$ cat src/rtl/cfgdma_pkg.sv
package cfgdma_pkg;

    localparam int REG_OFF_W = 12;

    // Register offsets; the destination length offset is the submit trigger.
    localparam logic [REG_OFF_W-1:0] OFS_SRC_ADDR = 12'h018;
    localparam logic [REG_OFF_W-1:0] OFS_DST_ADDR = 12'h01C;
    localparam logic [REG_OFF_W-1:0] OFS_SRC_LEN  = 12'h020;
    localparam logic [REG_OFF_W-1:0] OFS_DST_LEN  = 12'h024;

    // Bit positions decoded by the interrupt unit and status readers.
    localparam int EV_DONE_BIT   = 13;
    localparam int EV_QOVF_BIT   = 14;
    localparam int EV_CMDERR_BIT = 15;
    localparam int ST_QEMPTY_BIT = 30;
    localparam int ST_QFULL_BIT  = 31;

    typedef enum logic [1:0] {
        TRK_IDLE  = 2'd0,
        TRK_BUSY  = 2'd1,
        TRK_DRAIN = 2'd2
    } trk_state_e;

endpackage

$ cat src/rtl/cfgdma_stage.sv
module cfgdma_stage
    import cfgdma_pkg::*;
#(
    parameter int DATA_W = 32,
    parameter int LEN_W  = 27,
    localparam int CMD_W = 2*DATA_W + 2*LEN_W
) (
    input  logic                 clk,
    input  logic                 rst_n,
    input  logic                 wr_en,
    input  logic [REG_OFF_W-1:0] wr_addr,
    input  logic [DATA_W-1:0]    wr_data,
    input  logic                 q_full,
    output logic                 push_o,
    output logic [CMD_W-1:0]     push_cmd_o,
    output logic                 ev_qovf_o,
    output logic                 ev_cmderr_o
);

    typedef struct packed {
        logic [DATA_W-1:0] src;
        logic [DATA_W-1:0] dst;
        logic [LEN_W-1:0]  slen;
        logic              qovf;
        logic              cmderr;
    } stage_t;

    stage_t s_d, s_q;
    logic   push_d;
    logic [LEN_W-1:0] dlen_w;

    assign dlen_w = wr_data[LEN_W-1:0];

    always_comb begin
        s_d        = s_q;
        s_d.qovf   = 1'b0;
        s_d.cmderr = 1'b0;
        push_d     = 1'b0;
        if (wr_en) begin
            case (wr_addr)
                OFS_SRC_ADDR: s_d.src  = wr_data;
                OFS_DST_ADDR: s_d.dst  = wr_data;
                OFS_SRC_LEN:  s_d.slen = wr_data[LEN_W-1:0];
                OFS_DST_LEN: begin
                    // Malformed commands are rejected before the space check.
                    if (s_q.slen == '0 && dlen_w == '0)
                        s_d.cmderr = 1'b1;
                    else if (q_full)
                        s_d.qovf = 1'b1;
                    else
                        push_d = 1'b1;
                end
                default: ;
            endcase
        end
    end

    always_ff @(posedge clk) begin
        if (!rst_n) s_q <= '0;
        else        s_q <= s_d;
    end

    assign push_o      = push_d;
    assign push_cmd_o  = {s_q.src, s_q.dst, s_q.slen, dlen_w};
    assign ev_qovf_o   = s_q.qovf;
    assign ev_cmderr_o = s_q.cmderr;

endmodule

$ cat src/rtl/cfgdma_cmdq.sv
module cfgdma_cmdq #(
    parameter int W     = 118,
    parameter int DEPTH = 4,
    localparam int PTR_W = (DEPTH > 1) ? $clog2(DEPTH) : 1,
    localparam int CNT_W = $clog2(DEPTH + 1)
) (
    input  logic         clk,
    input  logic         rst_n,
    input  logic         push_i,
    input  logic [W-1:0] push_data_i,
    input  logic         pop_i,
    output logic [W-1:0] head_o,
    output logic         full_o,
    output logic         empty_o
);

    typedef struct packed {
        logic [DEPTH-1:0][W-1:0] mem;
        logic [PTR_W-1:0]        wptr;
        logic [PTR_W-1:0]        rptr;
        logic [CNT_W-1:0]        cnt;
    } q_t;

    q_t q_d, q_q;

    function automatic logic [PTR_W-1:0] step(input logic [PTR_W-1:0] p);
        return (p == PTR_W'(DEPTH - 1)) ? '0 : p + 1'b1;
    endfunction

    always_comb begin
        q_d = q_q;
        if (push_i) begin
            q_d.mem[q_q.wptr] = push_data_i;
            q_d.wptr          = step(q_q.wptr);
        end
        if (pop_i)
            q_d.rptr = step(q_q.rptr);
        case ({push_i, pop_i})
            2'b10:   q_d.cnt = q_q.cnt + 1'b1;
            2'b01:   q_d.cnt = q_q.cnt - 1'b1;
            default: ;
        endcase
    end

    always_ff @(posedge clk) begin
        if (!rst_n) q_q <= '0;
        else        q_q <= q_d;
    end

    assign head_o  = q_q.mem[q_q.rptr];
    assign full_o  = (q_q.cnt == CNT_W'(DEPTH));
    assign empty_o = (q_q.cnt == '0);

endmodule

$ cat src/rtl/cfgdma_track.sv
module cfgdma_track
    import cfgdma_pkg::*;
(
    input  logic clk,
    input  logic rst_n,
    input  logic q_empty,
    input  logic head_last,
    input  logic mv_ready,
    input  logic mv_done,
    input  logic port_idle,
    output logic pop_o,
    output logic cmd_valid_o,
    output logic ev_done_o
);

    typedef struct packed {
        trk_state_e st;
        logic       last;
        logic       done;
    } trk_t;

    trk_t t_d, t_q;

    assign cmd_valid_o = (t_q.st == TRK_IDLE) && !q_empty;
    assign pop_o       = cmd_valid_o && mv_ready;

    always_comb begin
        t_d      = t_q;
        t_d.done = 1'b0;
        case (t_q.st)
            TRK_IDLE: if (pop_o) begin
                t_d.st   = TRK_BUSY;
                t_d.last = head_last;
            end
            TRK_BUSY: if (mv_done) begin
                if (t_q.last) begin
                    t_d.st = TRK_DRAIN;
                end else begin
                    t_d.st   = TRK_IDLE;
                    t_d.done = 1'b1;
                end
            end
            TRK_DRAIN: if (port_idle) begin
                t_d.st   = TRK_IDLE;
                t_d.done = 1'b1;
            end
            default: t_d.st = TRK_IDLE;
        endcase
    end

    always_ff @(posedge clk) begin
        if (!rst_n) t_q <= '{st: TRK_IDLE, last: 1'b0, done: 1'b0};
        else        t_q <= t_d;
    end

    assign ev_done_o = t_q.done;

endmodule

$ cat src/rtl/cfgdma_front.sv
module cfgdma_front
    import cfgdma_pkg::*;
#(
    parameter int DATA_W = 32,
    parameter int LEN_W  = 27,
    parameter int QDEPTH = 4
) (
    input  logic                 clk,
    input  logic                 rst_n,
    input  logic                 wr_en,
    input  logic [REG_OFF_W-1:0] wr_addr,
    input  logic [DATA_W-1:0]    wr_data,
    output logic [31:0]          stat_word,
    output logic [31:0]          irq_events,
    output logic                 cmd_valid,
    input  logic                 mv_ready,
    output logic [DATA_W-1:0]    cmd_src_addr,
    output logic                 cmd_last,
    output logic [DATA_W-1:0]    cmd_dst_addr,
    output logic                 cmd_no_dst,
    output logic [LEN_W-1:0]     cmd_src_len,
    output logic [LEN_W-1:0]     cmd_dst_len,
    input  logic                 mv_done,
    input  logic                 port_idle
);

    localparam int CMD_W = 2*DATA_W + 2*LEN_W;

    logic             push, pop, q_full, q_empty;
    logic             ev_qovf, ev_cmderr, ev_done;
    logic [CMD_W-1:0] push_cmd, head;
    logic [DATA_W-1:0] head_src, head_dst;
    logic [LEN_W-1:0]  head_slen, head_dlen;

    cfgdma_stage #(.DATA_W(DATA_W), .LEN_W(LEN_W)) u_stage (
        .clk         (clk),
        .rst_n       (rst_n),
        .wr_en       (wr_en),
        .wr_addr     (wr_addr),
        .wr_data     (wr_data),
        .q_full      (q_full),
        .push_o      (push),
        .push_cmd_o  (push_cmd),
        .ev_qovf_o   (ev_qovf),
        .ev_cmderr_o (ev_cmderr)
    );

    cfgdma_cmdq #(.W(CMD_W), .DEPTH(QDEPTH)) u_cmdq (
        .clk         (clk),
        .rst_n       (rst_n),
        .push_i      (push),
        .push_data_i (push_cmd),
        .pop_i       (pop),
        .head_o      (head),
        .full_o      (q_full),
        .empty_o     (q_empty)
    );

    assign {head_src, head_dst, head_slen, head_dlen} = head;

    cfgdma_track u_track (
        .clk         (clk),
        .rst_n       (rst_n),
        .q_empty     (q_empty),
        .head_last   (head_src[0]),
        .mv_ready    (mv_ready),
        .mv_done     (mv_done),
        .port_idle   (port_idle),
        .pop_o       (pop),
        .cmd_valid_o (cmd_valid),
        .ev_done_o   (ev_done)
    );

    assign cmd_src_addr = {head_src[DATA_W-1:1], 1'b0};
    assign cmd_last     = head_src[0];
    assign cmd_dst_addr = head_dst;
    assign cmd_no_dst   = &head_dst;
    assign cmd_src_len  = head_slen;
    assign cmd_dst_len  = head_dlen;

    always_comb begin
        stat_word                = '0;
        stat_word[ST_QFULL_BIT]  = q_full;
        stat_word[ST_QEMPTY_BIT] = q_empty;
        irq_events                = '0;
        irq_events[EV_DONE_BIT]   = ev_done;
        irq_events[EV_QOVF_BIT]   = ev_qovf;
        irq_events[EV_CMDERR_BIT] = ev_cmderr;
    end

endmodule

$ cat config.mk
export PLATFORM = sky130hd
export DESIGN_NAME = cfgdma_front
export DESIGN_NICKNAME = d
export VERILOG_FILES = /design/src/rtl/cfgdma_pkg.sv /design/src/rtl/cfgdma_stage.sv /design/src/rtl/cfgdma_cmdq.sv /design/src/rtl/cfgdma_track.sv /design/src/rtl/cfgdma_front.sv
export SDC_FILE = /design/constraint.sdc
export NUM_CORES = 1
export LEC_CHECK = 0
export BUFFER_PORTS_ARGS = -buffer_cell sky130_fd_sc_hd__buf_2
export CAP_MARGIN = 20
export CORE_UTILIZATION = 34
export CTS_CLUSTER_SIZE = 8
export DETAILED_ROUTE_END_ITERATION = 10
export GPL_ROUTABILITY_DRIVEN = 0
export GPL_TIMING_DRIVEN = 0
export PLACE_DENSITY_LB_ADDON = 0.3
export SLEW_MARGIN = 20
export SYNTH_ARGS = -nofsm -noshare
export SYNTH_HDL_FRONTEND = slang
export SYNTH_SLANG_ARGS = --single-unit
$ cat constraint.sdc
create_clock -name clk -period 7.54 [get_ports clk]
set_clock_uncertainty 0.05 [all_clocks]
set_input_delay 0.377 -clock clk [delete_from_list [all_inputs] [get_ports clk]]
set_output_delay 0.377 -clock clk [all_outputs]
set_load 0.01 [all_outputs]
==> qor.yml, run 1 <==
worst_setup_path:
  path_cells: "buf_2 > clkbuf_1 > clkbuf_1 > buf_1 > mux4_2 > buf_2"
  slowest_stage: "clkbuf_1"
  critPathMaxStageDelay_ns: 0.83
  critPathRequiredTime_ns: 7.11
  worstPathArrival_ns: 4.18
  path_max_fanout: 10
  cp-end-kind: "output pin"
  startpoint_type: "flop"
  crit_type: "flop to output pin"
route:
  vias_per_cell: 5.12
  routedWlPerCell_um: 21.3
  drcViolationCount: 0
  via_count: 18600
  wl_um: 77300
  ant_nets: 0
  first_pass_iters: 7
  drt_iter0_drc: 1304
synthesis:
  synth_area_mm2: 0.0245
  netlist_instances: 2360
  syn_avg_cell_area_um2: 10.4
  synth_seq_cells: 576
  synth_edf_count: 0
  yosysMostFrequentCell: "nand2_1"
  yosys-top-cells-area: "dfxtp_1, mux2i_1, nand2_1"
  synth_ff_type: "dfxtp_1"
  ys.warnings.count: 0
  synth_common_cells: "nand2_1, dfxtp_1, mux2i_1, mux4_2, buf_4"
  synth_seq_area_share_pct: 47.2
  async_flop_share_pct: 0
  synth_largest_area_cell: "dfxtp_1"
  synth_top_area_share_pct: 47.2
  ys_types: 32
job:
  cap_violations: 0
status:
  status: "finished clean"
global_routing:
  grt_overflow: 0
  grt_pass1_wl_um: 115000
  antenna_found_initial: 10
  grt_max_degree: 12
  grt_pass1_vias: 19100
  track_usage_pct: 20.7
sta:
  grt_setup_unrepaired: "false"
  relSlewSlack_pct: 22.4
  fin_setup_tns_ns: 0
  setup_viol_count_final: 0
  drv_slew: 0
  fin_crit_sh_pct: 61.1
  hold_viol_final: 0
  finalCriticalPeriod_ns: 4.61
  fmax_mhz: 217
  timing.hold.ws_ns: 0.0427
  tightest_slew_ns: 1.16
clock_network:
  clk_pin_slew_ns: 0.05
  cts.sinks: 576
  cts_tree: "built"
  numCtsBuffers: 81
  ctsRootBufferMaster: "clkbuf_16"
  post-cts-setup-buffer-count: 0
  clockBufferDepth: 3
  htree_levels: 3
  clock_latency_ns: 0.61
  cts_repair_resize_count: 0
die:
  ios: 235
  die_w_um: 270
  die_area_mm2: 0.0730
  start_util_pct: 34.6
  chipHeight_um: 270
  rows: 97
  floorplan.core_area_mm2: 0.0706
worst_hold_path:
  hold_path_class: "input port to flop"
place:
  dp_hpwl_um: 54700
  io_buffers: 173
finish:
  nNetsFinal: 2736
  syn_to_final_growth_pct: 18.0
  drive_gt1_share_pct: 19.2
power_and_ir_drop:
  p_leak_nw: 13.8
  peakVddDrop_v: 0.000144
  power_density_mw_per_mm2: 223
-- placed cells by master, fill, tap and decap left out --
cell | synthesis | layout
a21oi_1 | 71 | 71
and3_1 | 2 | 2
and4_1 | 1 | 1
buf_1 | 6 | 6
buf_2 | 15 | 188
buf_4 | 105 | 105
buf_6 | 4 | 4
buf_8 | 8 | 8
clkbuf_1 | 100 | 100
clkbuf_16 | 0 | 82
clkinv_8 | 0 | 3
conb_1 | 1 | 60
dfxtp_1 | 576 | 576
diode_2 | 0 | 3
dlygate4sd3_1 | 0 | 1
fa_1 | 1 | 1
ha_1 | 9 | 9
inv_1 | 12 | 12
inv_6 | 0 | 3
mux2_2 | 1 | 1
mux2i_1 | 501 | 501
mux4_2 | 118 | 118
nand2_1 | 732 | 732
nand3_1 | 3 | 3
nand4_1 | 16 | 16
nand4b_1 | 1 | 1
nor2_1 | 40 | 40
nor2b_1 | 1 | 1
nor3_1 | 5 | 5
nor4_1 | 15 | 15
o21ai_0 | 3 | 3
o22ai_1 | 1 | 1
o31a_1 | 1 | 1
or2_2 | 3 | 3
or3_1 | 3 | 3
or4_1 | 3 | 3
xor2_1 | 2 | 2
-- final timing paths --
check                                             from                     end  slack [ns]  cells past startpoint
worst max-delay path                     u_cmdq.q_q[4]         cmd_src_len[16]        2.93                      6
worst min-delay path                       wr_data[28]  u_stage.push_cmd_o[82]        0.04                      3
worst max register to register           u_cmdq.q_q[4]           u_cmdq.q_q[4]        4.17                      6
worst min register to register  u_stage.push_cmd_o[69]  u_stage.push_cmd_o[69]        0.40                      2
-- registers in the layout, indices dropped and copies added, names as in the netlist --
name and cells:
u_cmdq.q_q 479, u_stage.ev_cmderr_o 1, u_stage.ev_qovf_o 1, u_stage.push_cmd_o 91
u_track.ev_done_o 1, u_track.t_q 3
-- stage by stage --
stage	power, mW	util (%)	setup WS, ns	instance area, µm²	cells
2_1_floorplan	3.21	-	4.72	24700	2419
3_3_place_gp	3.30	37.8	3.53	26700	3532
3_5_place_dp	3.30	37.8	3.60	26700	3532
4_1_cts	6.49	40.8	2.94	28900	3621
5_1_grt	6.63	40.9	2.84	28900	3622
6_report	6.44	40.9	2.93	28900	3624
-- cell families (layout without fill, tap and decap cells) --
kind of cell	count (synthesis)	count (layout)	share of synthesized area [%]
other	1	63	0.0153
flip-flops	576	576	47.2
AND/OR/NAND/NOR	825	825	13.2
buffers and inverters	250	512	6.02
adder cells (fa/ha/maj)	10	10	0.542
XOR/XNOR	2	2	0.0716
AO/OA/AOI/OAI	76	76	1.58
multiplexers	620	620	31.4
-- report_power, final --
group	internal, mW	switching [mW]
Sequential	3.05	0.0000512
Combinational	0.0437	0.153
Clock	1.91	1.29
-- cell type report --
type	count	area, µm²
diodes	3	7.51
clock inverters	6	75.1
flip-flops and latches	576	11500
plain buffers	238	1430
multi-input cells	1593	11700
inverters	12	45.0
repair buffers	174	876
clock buffers	82	2050
well taps	940	1180
fillers	6845	41800
-- repair_timing --
| item | 4_1_cts | 5_1_grt |
|---|---|---|
| hold buffers | 1 | 0 |
| endpoints found under the setup margin | 0 | 0 |
| hold endpoints to repair | 1 | 0 |
-- metal layers --
metal  routed length (µm)  GRT usage (%)  part of all wire, %
met5                  103              0                 0.13
met4                 2240           7.02                  2.9
met3                 5340           4.82                  6.9
met2                36200           33.6                   47
met1                33300           27.1                   43
-- worst max-delay path, delay by kind of cell, from the launching register on --
| kind | cells | cell delay [ns] |
|---|---|---|
| flops | 1 | 0.37 |
| buf+inv | 5 | 2.71 |
| mux | 1 | 0.45 |
Note: power is estimated with default switching activity, not from simulation.
==> run 2, diff against run 1 <==
==> constraint.sdc (replaced) <==
create_clock -name clk -period 3.7 [get_ports clk]
set_clock_uncertainty 0.05 [all_clocks]
set_input_delay 0.185 -clock clk [delete_from_list [all_inputs] [get_ports clk]]
set_output_delay 0.185 -clock clk [all_outputs]
set_load 0.01 [all_outputs]
==> run 2 against run 1 <==
Effect of this change:
- critical path depth did not move
- die area unchanged
- utilization grew 0.53 points
- register-to-register slack got worse by 3.6 ns
- setup slack got worse by 2.8 ns
- sequential share of layout area fell by 0.52 points
- clock power is 100% higher
- routed wire length increased by 0.45%
- design area grew 1.3%
- sequential cell count unchanged
- via count grew 0.99%
- power is 100% higher
- critical path type unchanged
- critical endpoint is now cmd_dst_len[20]
- largest cell class unchanged
==> qor.yml, run 2 (same netlist as run 1, synthesis figures left out) <==
route:
  drcViolationCount: 0
  vias_per_cell: 5.12
  via_count: 18700
  wl_um: 77600
  drt_iter0_drc: 1452
  first_pass_iters: 7
  routedWlPerCell_um: 21.2
  ant_nets: 0
worst_setup_path:
  crit_type: "flop to output pin"
  crit_top_cell: "buf_2"
  slowest_stage: "mux4_2"
  path_cells: "buf_2 > buf_4 > buf_2 > buf_4 > mux4_2 > buf_2"
  critPathRequiredTime_ns: 3.46
  startpoint_type: "flop"
  cp-end-kind: "output pin"
  regToRegEndpoint: "u_cmdq.q_q[2]"
  worstPathArrival_ns: 3.30
  path_max_fanout: 10
  crit_family: "buffers and inverters"
  critPathMaxStageDelay_ns: 0.58
  reg2regPathDepth: 11
  r2r-start: "u_stage.push_cmd_o[38]"
  crit_buf_inv: 5
  rrSetupSlack_ns: 0.53
die:
  ios: 235
  die_area_mm2: 0.0730
  rows: 97
  floorplan.core_area_mm2: 0.0706
  chipHeight_um: 270
  die_w_um: 270
  start_util_pct: 34.6
sta:
  grt_setup_unrepaired: "false"
  tightest_slew_ns: 1.15
  relSlewSlack_pct: 23.3
  fin_crit_sh_pct: 95.6
  fin_setup_tns_ns: 0
  hold_viol_final: 0
  finalCriticalPeriod_ns: 3.54
  fmax_mhz: 283
  timing.hold.ws_ns: 0.0821
  drv_slew: 0
  setup_viol_count_final: 0
global_routing:
  grt_max_degree: 12
  antenna_found_initial: 6
  grt_overflow: 0
  grt_pass1_vias: 19200
  track_usage_pct: 20.8
  grt_pass1_wl_um: 116000
finish:
  final_cell_mix: "nand2_1, dfxtp_1, mux2i_1"
  fin_util_pct: 41.4
  stdcell_area_mm2: 0.0292
  drive_gt1_share_pct: 19.3
  syn_to_final_growth_pct: 19.6
  fill_cells: 6829
  nNetsFinal: 2771
  top_register: "u_cmdq.q_q"
  largest_reg_flops: 479
  final_common_cell: "nand2_1"
place:
  io_buffers: 173
  place_area_mm2: 0.0267
  dp_hpwl_um: 54700
worst_hold_path:
  hold_depth: 5
  hp-start: "wr_addr[5]"
  hold_path_class: "input port to flop"
  worstHoldEndpoint: "u_stage.push_cmd_o[98]"
clock_network:
  cts_tree: "built"
  ctsRootBufferMaster: "clkbuf_16"
  clk_pin_slew_ns: 0.05
  cts.sinks: 576
  htree_levels: 3
  clockBufferDepth: 3
  clock_latency_ns: 0.62
  numCtsBuffers: 81
status:
  status: "finished clean"
power_and_ir_drop:
  peakVddDrop_v: 0.000295
  p_total_mw: 13.2
  power_density_mw_per_mm2: 450
  p_leak_nw: 14.0
job:
  cap_violations: 0
-- run 2: per-layer routing --
layer	track usage [%]	vias to the layer above	wire length (µm)
li1	-	8625	-
met4	6.87	4	2130
met2	34.0	636	36700
met3	4.08	139	4870
met1	27.5	9330	33900
met5	0	-	27
-- run 2: worst max path at each step --
stage	from	endpoint	slack, ns	cells after the start
6_report	u_cmdq.q_q[3]	cmd_dst_len[20]	0.16	6
5_1_grt	u_cmdq.q_q[3]	cmd_dst_len[20]	0.002	6
4_1_cts	u_cmdq.q_q[3]	cmd_dst_len[13]	0.01	5
3_5_place_dp	u_cmdq.q_q[4]	cmd_src_len[19]	-0.04	6
3_3_place_gp	u_cmdq.q_q[4]	cmd_src_len[19]	-0.11	6
2_1_floorplan	u_stage.push_cmd_o[46]	u_cmdq.q_q[2]	0.93	11
-- run 2: cell type report --
| type | count | area (µm²) | share of cell area (%) |
|---|---|---|---|
| multi-input cells | 1593 | 11700 | 39.9 |
| flip-flops and latches | 576 | 11500 | 39.4 |
| clock buffers | 82 | 2050 | 7.02 |
| plain buffers | 238 | 1450 | 4.95 |
| repair buffers | 209 | 1230 | 4.19 |
| well taps | 940 | 1180 | 4.02 |
| clock inverters | 6 | 75.1 | 0.257 |
| inverters | 12 | 45.0 | 0.154 |
| diodes | 6 | 15.0 | 0.0514 |
-- run 2: stage by stage --
| step | setup WS (ns) | cells |
|---|---|---|
| global placement | -0.113 | 3532 |
| CTS | 0.0114 | 3656 |
| finish | 0.163 | 3662 |
| detailed placement | -0.0436 | 3532 |
| floorplan | 0.934 | 2419 |
| global route | 0.00249 | 3660 |
-- run 2: power by group --
group	leakage, nW	total, mW	switching [mW]	internal, mW
logic	8.32	0.431	0.319	0.113
registers	4.64	6.22	0.000105	6.22
clock network	1.04	6.52	2.63	3.89
-- run 2: worst min-delay path, cell delays in order --
cell     delay, ns
buf_2         0.12
or2_2         0.12
nor3_1        0.11
nand2_1       0.10
a21oi_1       0.05
-- run 2: what timing repair did --
action | CTS | global route
gates resized for setup | 11 | 2
buffers inserted | 0 | 0
hold buffers | 36 | 0
endpoints found under the hold margin | 153 | 0
endpoints found under the setup margin | 53 | 10
==> run 3, diff against run 2 <==
==> constraint.sdc (replaced) <==
create_clock -name clk -period 3.1 [get_ports clk]
set_clock_uncertainty 0.05 [all_clocks]
set_input_delay 0.155 -clock clk [delete_from_list [all_inputs] [get_ports clk]]
set_output_delay 0.155 -clock clk [all_outputs]
set_load 0.01 [all_outputs]
==> run 3 against run 2 <==
Effect of this change:
- non-clock buffer count unchanged
- power increased by 19%
- routed wire length decreased by 0.16%
==> qor.yml, run 3 (same netlist as run 1, synthesis figures left out) <==
worst_setup_path:
  slowest_stage: "or4_4"
  critPathMaxStageDelay_ns: 0.55
  crit_buf_inv: 2
  cp-end-kind: "flop"
  regToRegEndpoint: "u_cmdq.q_q[2]"
  path_cells: "nor4_2 > nand4_1 > or4_4 > buf_6 > nand3_4 > ha_2 > inv_1 > fa_1 > xor2_1 > or3_1 > a21oi_2"
  rrSetupSlack_ns: 0.11
  r2r-start: "u_stage.push_cmd_o[34]"
  crit_family: "simple AND/OR/NAND/NOR gates"
  startpoint_type: "flop"
  crit_type: "flop to flop"
  reg2regPathDepth: 11
  critPathRequiredTime_ns: 3.59
  worstPathArrival_ns: 3.48
  path_max_fanout: 6
global_routing:
  antenna_found_initial: 7
  track_usage_pct: 20.8
  grt_pass1_vias: 19200
  met3_usage_pct: 4.06
  busiest_layer: "met2"
  grtUsageMet2_pct: 34.1
  grt_max_degree: 12
  grt_overflow: 0
  grt_pass1_wl_um: 116000
  use_met1_pct: 27.6
clock_network:
  htree_levels: 3
  post-cts-setup-buffer-count: 0
  numCtsBuffers: 81
  cts.sinks: 576
  ctsRootBufferMaster: "clkbuf_16"
  clock_latency_ns: 0.62
  clockBufferDepth: 3
  clk_pin_slew_ns: 0.05
  cts_tree: "built"
job:
  cap_violations: 0
sta:
  hold_viol_final: 0
  drv_slew: 0
  setup_viol_count_final: 0
  tightest_slew_ns: 1.14
  fmax_mhz: 334
  relSlewSlack_pct: 23.9
  finalCriticalPeriod_ns: 2.99
  timing.hold.ws_ns: 0.0391
  fin_setup_tns_ns: 0
  fin_ws_ns: 0.108
  fin_crit_sh_pct: 96.5
route:
  drt_iter0_drc: 1330
  via_count: 18700
  ant_nets: 0
  routedWlPerCell_um: 21.2
  drcViolationCount: 0
  wl_um: 77500
  vias_per_cell: 5.11
  first_pass_iters: 5
finish:
  top_register: "u_cmdq.q_q"
  final_cell_mix: "nand2_1, dfxtp_1, mux2i_1"
  final_common_cell: "nand2_1"
  fin_util_pct: 41.6
  multiInputGateArea_mm2: 0.0117
  drive_gt1_share_pct: 19.7
  fill_cells: 6820
  nNetsFinal: 2771
  stdcell_area_mm2: 0.0294
  largest_reg_flops: 479
  syn_to_final_growth_pct: 20.1
  seqCellArea_mm2: 0.0115
  finalNonFillerCells: 3661
place:
  pre_cts_ws_ns: -0.614
  place_area_mm2: 0.0267
  dpl.cell_count: 3532
  io_buffers: 173
  dp_hpwl_um: 54700
status:
  status: "finished clean"
worst_hold_path:
  worstHoldEndpoint: "u_stage.push_cmd_o[98]"
  hp-start: "wr_addr[5]"
  hold_depth: 5
  hold_path_class: "input port to flop"
die:
  chipHeight_um: 270
  start_util_pct: 34.6
  die_w_um: 270
  floorplan.core_area_mm2: 0.0706
  ios: 235
  rows: 97
  die_area_mm2: 0.0730
power_and_ir_drop:
  p_total_mw: 15.7
  peakVddDrop_v: 0.000349
  power_density_mw_per_mm2: 535
  p_leak_nw: 14.0
## run 3: cell types whose count changed in the layout (fill, tap and decap cells not counted), moves of 2 or more
cell | previous run | this run
clkbuf_2 | 5 | 2
buf_4 | 109 | 107
nor4_1 | 15 | 8
clkbuf_4 | 0 | 3
buf_2 | 187 | 182
nor4_2 | 0 | 7
clkbuf_1 | 96 | 94
clkbuf_8 | 0 | 2
buf_6 | 4 | 11
## run 3: area by class of cell
class / instances / share of cell area, %
Buffer: 238 / 5.15
Clock inverter: 6 / 0.256
Sequential cell: 576 / 39.3
Antenna cell: 5 / 0.0426
Multi-Input combinational cell: 1593 / 40.0
Inverter: 12 / 0.153
Tap cell: 940 / 4.00
Timing Repair Buffer: 209 / 4.18
Clock buffer: 82 / 6.99
## run 3: routing by layer
metal  vias to the layer above  wire [µm]
met4                         4       2180
met3                       146       5150
li1                       8620          -
met1                      9287      33400
met2                       634      36800
met5                         -         27
## run 3: what timing repair did
| item | in CTS | in global routing |
|---|---|---|
| endpoints found under the hold margin | 170 | 0 |
| pin swaps | 1 | 5 |
| gates resized for setup | 37 | 12 |
| hold buffers | 36 | 0 |
| setup endpoints to repair | 88 | 9 |
## run 3: worst min-delay path, cell delays in order
cell and delay [ns]:
buf_2 0.11, or2_2 0.12, nor3_1 0.11, nand2_1 0.10, a21oi_1 0.05
## run 3: worst max-delay path by stage
stage | to | depth (start not counted) | startpoint | slack [ns]
after floorplan | u_cmdq.q_q[2] | 11 | u_stage.push_cmd_o[46] | 0.33
after global placement | cmd_src_len[19] | 6 | u_cmdq.q_q[4] | -0.68
after detailed placement | cmd_src_len[19] | 6 | u_cmdq.q_q[4] | -0.61
after CTS | cmd_dst_len[20] | 6 | u_cmdq.q_q[3] | 0.05
after global routing | u_cmdq.q_q[2] | 11 | u_stage.push_cmd_o[34] | -0.01
final | u_cmdq.q_q[2] | 11 | u_stage.push_cmd_o[34] | 0.11
## run 3: power breakdown
part | internal [mW] | switching, mW | leakage [nW] | total, mW
logic | 0.135 | 0.380 | 8.35 | 0.515
clock network | 4.64 | 3.13 | 1.04 | 7.78
registers | 7.42 | 0.000130 | 4.64 | 7.42
total | 12.2 | 3.51 | 14.0 | 15.7
